$ cat config.mk
export PLATFORM = sky130hd
export DESIGN_NAME = ctl_output_decode
export DESIGN_NICKNAME = d
export VERILOG_FILES = /design/src/rtl/ctlout_pkg.sv /design/src/rtl/ctlout_load_en.sv /design/src/rtl/ctlout_func.sv /design/src/rtl/ctlout_sel.sv /design/src/rtl/ctl_output_decode.sv
export SDC_FILE = /design/constraint.sdc
export NUM_CORES = 1
export LEC_CHECK = 0
export BUFFER_PORTS_ARGS = -buffer_cell sky130_fd_sc_hd__buf_4
export CAP_MARGIN = 20
export CORE_MARGIN = 10
export CORE_UTILIZATION = 25
export DETAILED_ROUTE_END_ITERATION = 8
export MAX_ROUTING_LAYER = met4
export PLACE_DENSITY = 0.83
export SETUP_SLACK_MARGIN = 0.15
export SYNTH_ARGS = -nofsm -noshare
export SYNTH_HDL_FRONTEND = slang
export SYNTH_HIERARCHICAL = 1
export SYNTH_SLANG_ARGS = --single-unit
$ cat constraint.sdc
create_clock -name vclk -period 2.1
set_input_delay 0.315 -clock vclk [all_inputs]
set_output_delay 0.315 -clock vclk [all_outputs]
set_load 0.02 [all_outputs]
$ cat src/rtl/ctlout_pkg.sv
package ctlout_pkg;
  localparam int N_STATES = 7;
  localparam int ST_F1 = 0;
  localparam int ST_F2 = 1;
  localparam int ST_F3 = 2;
  localparam int ST_E1 = 3;
  localparam int ST_E2 = 4;
  localparam int ST_E3 = 5;
  localparam int ST_E4 = 6;

  localparam int N_OPS       = 25;
  localparam int OP_NOP      = 0;
  localparam int OP_LOAD     = 1;
  localparam int OP_STORE    = 2;
  localparam int OP_LOADIND  = 3;
  localparam int OP_STOREIND = 4;
  localparam int OP_MOVE     = 5;
  localparam int OP_CLEAR    = 6;
  localparam int OP_ADD      = 7;
  localparam int OP_SUB      = 8;
  localparam int OP_AND      = 9;
  localparam int OP_OR       = 10;
  localparam int OP_XOR      = 11;
  localparam int OP_COMPARE  = 12;
  localparam int OP_INC      = 13;
  localparam int OP_DEC      = 14;
  localparam int OP_COMP     = 15;
  localparam int OP_ASL      = 16;
  localparam int OP_ASR      = 17;
  localparam int OP_ROR      = 18;
  localparam int OP_JUMP     = 19;
  localparam int OP_JUMPIND  = 20;
  localparam int OP_CALL     = 21;
  localparam int OP_CALLIND  = 22;
  localparam int OP_RETURN   = 23;
  localparam int OP_SKIP     = 24;

  localparam int ALU_FN_W   = 3;
  localparam int SHIFT_FN_W = 2;
  localparam int BUS_SEL_W  = 3;
  localparam int BUS_ALU    = 0;
  localparam int BUS_PC     = 1;
  localparam int BUS_MASK   = 2;
endpackage

$ cat src/rtl/ctlout_load_en.sv
module ctlout_load_en
  import ctlout_pkg::*;
#(
  parameter int IR_W    = 32,
  parameter int DST_LSB = 20,
  parameter int FLD_W   = 4,
  localparam int NREGS  = 1 << FLD_W
) (
  input  logic [N_STATES-1:0] st_oh,
  input  logic [N_OPS-1:0]    op_oh,
  input  logic [IR_W-1:0]     ir_word,
  output logic                mar_ld,
  output logic                mdr_ld,
  output logic [NREGS-1:0]    reg_we
);
  logic             wr_any;
  logic             wr_e3;
  logic             wr_e2;
  logic [FLD_W-1:0] dst;
  logic             unused_in;

  assign dst       = ir_word[DST_LSB +: FLD_W];
  assign unused_in = ^{ir_word, op_oh, st_oh};

  // Relaxed: address register may load in any of these cycles.
  assign mar_ld = st_oh[ST_F1] | st_oh[ST_E1] | st_oh[ST_E2];

  // Relaxed: a data-register load in every E3 is harmless.
  assign mdr_ld = st_oh[ST_F2] | st_oh[ST_E3] | (st_oh[ST_E2] & op_oh[OP_LOAD]);

  always_comb begin
    wr_e3 = op_oh[OP_LOAD] | op_oh[OP_ADD] | op_oh[OP_INC]
          | op_oh[OP_DEC]  | op_oh[OP_COMP];
    wr_e2 = op_oh[OP_ASL]  | op_oh[OP_MOVE] | op_oh[OP_CALL]
          | op_oh[OP_CALLIND];
    wr_any = st_oh[ST_E4]
           | (st_oh[ST_E3] & wr_e3)
           | (st_oh[ST_E2] & wr_e2)
           | (st_oh[ST_E1] & op_oh[OP_CLEAR]);
  end

  for (genvar g = 0; g < NREGS; g++) begin : g_we
    assign reg_we[g] = wr_any & (dst == FLD_W'(g));
  end
endmodule

$ cat src/rtl/ctlout_func.sv
module ctlout_func
  import ctlout_pkg::*;
(
  input  logic [N_STATES-1:0]   st_oh,
  input  logic [N_OPS-1:0]      op_oh,
  output logic [SHIFT_FN_W-1:0] shift_fn,
  output logic [ALU_FN_W-1:0]   alu_fn,
  output logic                  carry_in
);
  logic e2_unary;
  logic unused_in;

  assign unused_in = ^{st_oh, op_oh};

  assign shift_fn[1] = op_oh[OP_ASR] | op_oh[OP_ROR];
  assign shift_fn[0] = op_oh[OP_ASL] | op_oh[OP_ROR];

  always_comb begin
    e2_unary  = st_oh[ST_E2] & (op_oh[OP_COMP] | op_oh[OP_DEC]);
    alu_fn[2] = e2_unary
              | (st_oh[ST_E3] & (op_oh[OP_COMP] | op_oh[OP_OR] | op_oh[OP_AND]));
    alu_fn[1] = e2_unary
              | (st_oh[ST_E3] & (op_oh[OP_SUB] | op_oh[OP_COMPARE] | op_oh[OP_DEC]
                                 | op_oh[OP_INC] | op_oh[OP_ADD] | op_oh[OP_AND]));
    alu_fn[0] = e2_unary
              | (st_oh[ST_E3] & (op_oh[OP_DEC] | op_oh[OP_INC] | op_oh[OP_ADD]
                                 | op_oh[OP_OR]));
    carry_in  = st_oh[ST_E3] & op_oh[OP_INC];
  end
endmodule

$ cat src/rtl/ctlout_sel.sv
module ctlout_sel
  import ctlout_pkg::*;
#(
  parameter int IR_W    = 32,
  parameter int DST_LSB = 20,
  parameter int SRC_LSB = 16,
  parameter int FLD_W   = 4
) (
  input  logic [N_STATES-1:0]  st_oh,
  input  logic [N_OPS-1:0]     op_oh,
  input  logic                 ty_indirect,
  input  logic                 ty_one,
  input  logic                 ty_two,
  input  logic [IR_W-1:0]      ir_word,
  output logic                 pc_sel,
  output logic [BUS_SEL_W-1:0] bus_sel,
  output logic [FLD_W-1:0]     rd_idx,
  output logic                 rd_from_bus
);
  logic path_pc;
  logic path_mem;
  logic path_mask;
  logic path_alu;
  logic calls;
  logic arith1;
  logic use_src;
  logic unused_in;

  assign unused_in = ^{ir_word, st_oh, op_oh};

  always_comb begin
    calls     = op_oh[OP_CALL] | op_oh[OP_CALLIND];
    arith1    = op_oh[OP_INC] | op_oh[OP_DEC] | op_oh[OP_COMP];
    path_pc   = st_oh[ST_E2] & calls;
    path_mem  = st_oh[ST_E4] | (st_oh[ST_E3] & op_oh[OP_LOAD]);
    path_mask = (st_oh[ST_E1] & (op_oh[OP_LOAD] | op_oh[OP_STORE] | op_oh[OP_JUMP]))
              | (st_oh[ST_E3] & op_oh[OP_CALL]);
    path_alu  = (st_oh[ST_E1] & op_oh[OP_CLEAR])
              | ((st_oh[ST_E2] | st_oh[ST_E3]) & arith1)
              | (st_oh[ST_E3] & ty_two);
    bus_sel[BUS_ALU]  = path_alu | path_mem;
    bus_sel[BUS_PC]   = path_pc;
    bus_sel[BUS_MASK] = path_mask | path_mem;
    pc_sel      = st_oh[ST_F1] | (st_oh[ST_E1] & calls);
    use_src     = st_oh[ST_E1] & (ty_indirect | ty_two);
    rd_from_bus = st_oh[ST_E2] & ty_one;
    rd_idx      = use_src ? ir_word[SRC_LSB +: FLD_W] : ir_word[DST_LSB +: FLD_W];
  end
endmodule

$ cat src/rtl/ctl_output_decode.sv
module ctl_output_decode
  import ctlout_pkg::*;
#(
  parameter int IR_W    = 32,
  parameter int DST_LSB = 20,
  parameter int SRC_LSB = 16,
  parameter int FLD_W   = 4,
  localparam int NREGS  = 1 << FLD_W
) (
  input  logic [N_STATES-1:0]   st_oh,
  input  logic [N_OPS-1:0]      op_oh,
  input  logic                  ty_indirect,
  input  logic                  ty_one,
  input  logic                  ty_two,
  input  logic [IR_W-1:0]       ir_word,
  output logic                  mar_ld,
  output logic                  mdr_ld,
  output logic [NREGS-1:0]      reg_we,
  output logic                  pc_sel,
  output logic [SHIFT_FN_W-1:0] shift_fn,
  output logic [ALU_FN_W-1:0]   alu_fn,
  output logic                  carry_in,
  output logic [BUS_SEL_W-1:0]  bus_sel,
  output logic [FLD_W-1:0]      rd_idx,
  output logic                  rd_from_bus
);
  ctlout_load_en #(
    .IR_W(IR_W), .DST_LSB(DST_LSB), .FLD_W(FLD_W)
  ) u_load_en (
    .st_oh(st_oh), .op_oh(op_oh), .ir_word(ir_word),
    .mar_ld(mar_ld), .mdr_ld(mdr_ld), .reg_we(reg_we)
  );

  ctlout_func u_func (
    .st_oh(st_oh), .op_oh(op_oh),
    .shift_fn(shift_fn), .alu_fn(alu_fn), .carry_in(carry_in)
  );

  ctlout_sel #(
    .IR_W(IR_W), .DST_LSB(DST_LSB), .SRC_LSB(SRC_LSB), .FLD_W(FLD_W)
  ) u_sel (
    .st_oh(st_oh), .op_oh(op_oh),
    .ty_indirect(ty_indirect), .ty_one(ty_one), .ty_two(ty_two),
    .ir_word(ir_word),
    .pc_sel(pc_sel), .bus_sel(bus_sel), .rd_idx(rd_idx), .rd_from_bus(rd_from_bus)
  );
endmodule

==> metrics <==
outcome=finished clean; cell area after placement=1010 µm²; slew at the pin closest to its max-slew limit=0.342 ns; number of flip-flops and latches=0; number of ports placed on the die boundary=100; proportion of layout cells with a drive suffix above 1=54.9%; maxcap violations=0; Setup TNS Final=0 ns; average footprint of a synthesized cell=6.43 µm²; number of nets in the layout=211; post-synth cell types=28; cell count after synthesis=74; vias post-DR=848; switching power share of the total=51.6%; initial DRC count=29; share of total power in combinational logic=100.0%; number of clock buffers in the layout=0; Clk pwr share=0%; wire length per cell after detailed routing=17.6 µm; final worst path period share=93.7%; wire length after detailed routing=2950 µm; number of nets still failing antenna checks after routing=0; required time at the endpoint of the critical path=1.78 ns; internal power of the cells=0.000110 W; syn_nets=141; die area=4050 µm²; register area share after synthesis=0%; critical path class=input port to output pin; antenna violations before repair=0; sum of net half-perimeters after detailed placement=2500 µm; warnings from Yosys=6; total congestion overflow=0; total routing resource utilization after global routing=13.3%; final number of max-transition violations=0; Initial Utilization=27.0%; hold slack final=0.918 ns; Fmax achieved=0.508 GHz; leakage power total=0.493 nW; DR vias/cell=5.08; Port-buffer cells=68; Cell Area, Synth=475 µm²; area used by sequential logic in the layout=0 µm²; Flop pwr share=0%; remaining design rule violation count=0; placed cells=166; Post-CTS Setup Repair Bufs=0; most common cell after layout, fill and taps aside=sky130_fd_sc_hd__buf_4; via count of the first global-routing pass=793; final hold viol count=0; Vert. Die Dim=63.6 µm; Setup crit start kind=input port; post-layout instance count excluding filler cells=167; routability congestion estimate=0.869; power per cell area=219 nW/µm²; highest ir drop seen on vdd=0.140 mV; min cycle time layout=1.97 ns; unrepaired setup endpoints after global routing=true; Max Fanout on Critical Path=8; leading cell types in the layout, fill and taps excluded=67 x sky130_fd_sc_hd__buf_4, 15 x sky130_fd_sc_hd__a21oi_1, 13 x sky130_fd_sc_hd__nand2_1; Hold-fix buffers, CTS=0; Hold WC Path Type=input port to output pin; first-pass GRT wire length=4440 µm; Core Rows=15; data arrival time of the critical path=1.65 ns; Setup-failing EPs final=0; worst slew slack as a fraction of its limit=77.2%; final cell area excluding filler cells=1040 µm²; Detailed Routing Iterations Pass 1=4; largest net degree at the start of global routing=17; Critical Path End Type=output pin; Layout Utilization=58.7%; total core area=1760 µm²; Antenna diodes=0; area growth from synthesis to layout=118%; net switching component of the power=0.000117 W; width of the chip=63.6 µm
[power groups by stage]
stage	Sequential, W	Combinational (W)	Clock, W
floorplan	0	0.0000953	0
global placement	0	0.000216	0
detailed placement	0	0.000222	0
CTS	0	0.000223	0
global route	0	0.000243	0
finish	0	0.000227	0
[metal layers]
metal  vias up  GRT usage (%)  part of all wire, %
met5         -              -                    0
met4         0           1.09                 0.92
met3         2           1.06                  4.4
met2        37           27.8                   59
met1       390           13.3                   36
li1        419              -                    -
[synth_stat cells]
| cell type | instances | area, µm² |
|---|---|---|
| sky130_fd_sc_hd__a2111oi_0 | 1 | 8.76 |
| sky130_fd_sc_hd__nand2_1 | 13 | 48.8 |
| sky130_fd_sc_hd__or2_1 | 2 | 12.5 |
| sky130_fd_sc_hd__or4_4 | 1 | 11.3 |
| sky130_fd_sc_hd__or3_4 | 1 | 11.3 |
| sky130_fd_sc_hd__nor2b_1 | 4 | 25.0 |
| sky130_fd_sc_hd__nand3b_1 | 1 | 7.51 |
| sky130_fd_sc_hd__nor2_1 | 2 | 7.51 |
| sky130_fd_sc_hd__or4_1 | 1 | 7.51 |
| sky130_fd_sc_hd__or3_1 | 1 | 6.26 |
| sky130_fd_sc_hd__o21ai_0 | 4 | 20.0 |
| sky130_fd_sc_hd__a21oi_1 | 16 | 80.1 |
| sky130_fd_sc_hd__a221oi_4 | 1 | 26.3 |
| sky130_fd_sc_hd__buf_2 | 1 | 5.00 |
| sky130_fd_sc_hd__o41ai_2 | 1 | 16.3 |
| sky130_fd_sc_hd__o21ai_1 | 1 | 5.00 |
| sky130_fd_sc_hd__o31ai_1 | 2 | 15.0 |
| sky130_fd_sc_hd__o21ai_2 | 2 | 17.5 |
| sky130_fd_sc_hd__nand2b_1 | 1 | 6.26 |
| sky130_fd_sc_hd__o32ai_1 | 1 | 8.76 |
| sky130_fd_sc_hd__a211o_1 | 1 | 8.76 |
| sky130_fd_sc_hd__buf_6 | 1 | 11.3 |
| sky130_fd_sc_hd__o21a_1 | 1 | 7.51 |
| sky130_fd_sc_hd__mux2_1 | 4 | 45.0 |
| sky130_fd_sc_hd__nand3_1 | 6 | 30.0 |
| sky130_fd_sc_hd__nand4_1 | 1 | 6.26 |
| sky130_fd_sc_hd__and2_1 | 2 | 12.5 |
| sky130_fd_sc_hd__buf_4 | 1 | 7.51 |
[area by class of cell]
cell class                 instances  area, µm²
timing repair buffer              71        548
fill                             174        728
tap                               25       31.3
multi-input combinational         71        457
[path summary, 6_finish.rpt]
path | start | end | cells past startpoint
min | st_oh[1] | mdr_ld | 3
max | op_oh[5] | reg_we[3] | 6
[cell families after synthesis]
logic type,after synthesis,share of synthesized area [%]
AO/OA/AOI/OAI,31,45.0
buffers and inverters,3,5.00
AND/OR/NAND/NOR,36,40.5
multiplexers,4,9.47
[repair_timing]
item / 4_1_cts / 5_1_grt
pin swaps: 0 / 1
cloned: 0 / 1
gates resized for setup: 1 / 6
setup endpoints to repair: 16 / 16
[critical path, cell delays in order]
cell and delay [ns]:
sky130_fd_sc_hd__buf_6 0.09, sky130_fd_sc_hd__or4_4 0.53, sky130_fd_sc_hd__a221oi_4 0.29, sky130_fd_sc_hd__buf_6 0.18, sky130_fd_sc_hd__a2111oi_1 0.08, sky130_fd_sc_hd__buf_4 0.17
[through the flow]
stage / worst slack [ns] / power, W
2_1_floorplan: 0.278 / 0.0000953
3_3_place_gp: 0.117 / 0.000216
3_5_place_dp: 0.103 / 0.000222
4_1_cts: 0.134 / 0.000223
5_1_grt: 0.0968 / 0.000243
6_report: 0.133 / 0.000227
No activity file was read; power rests on OpenSTA's default activity.
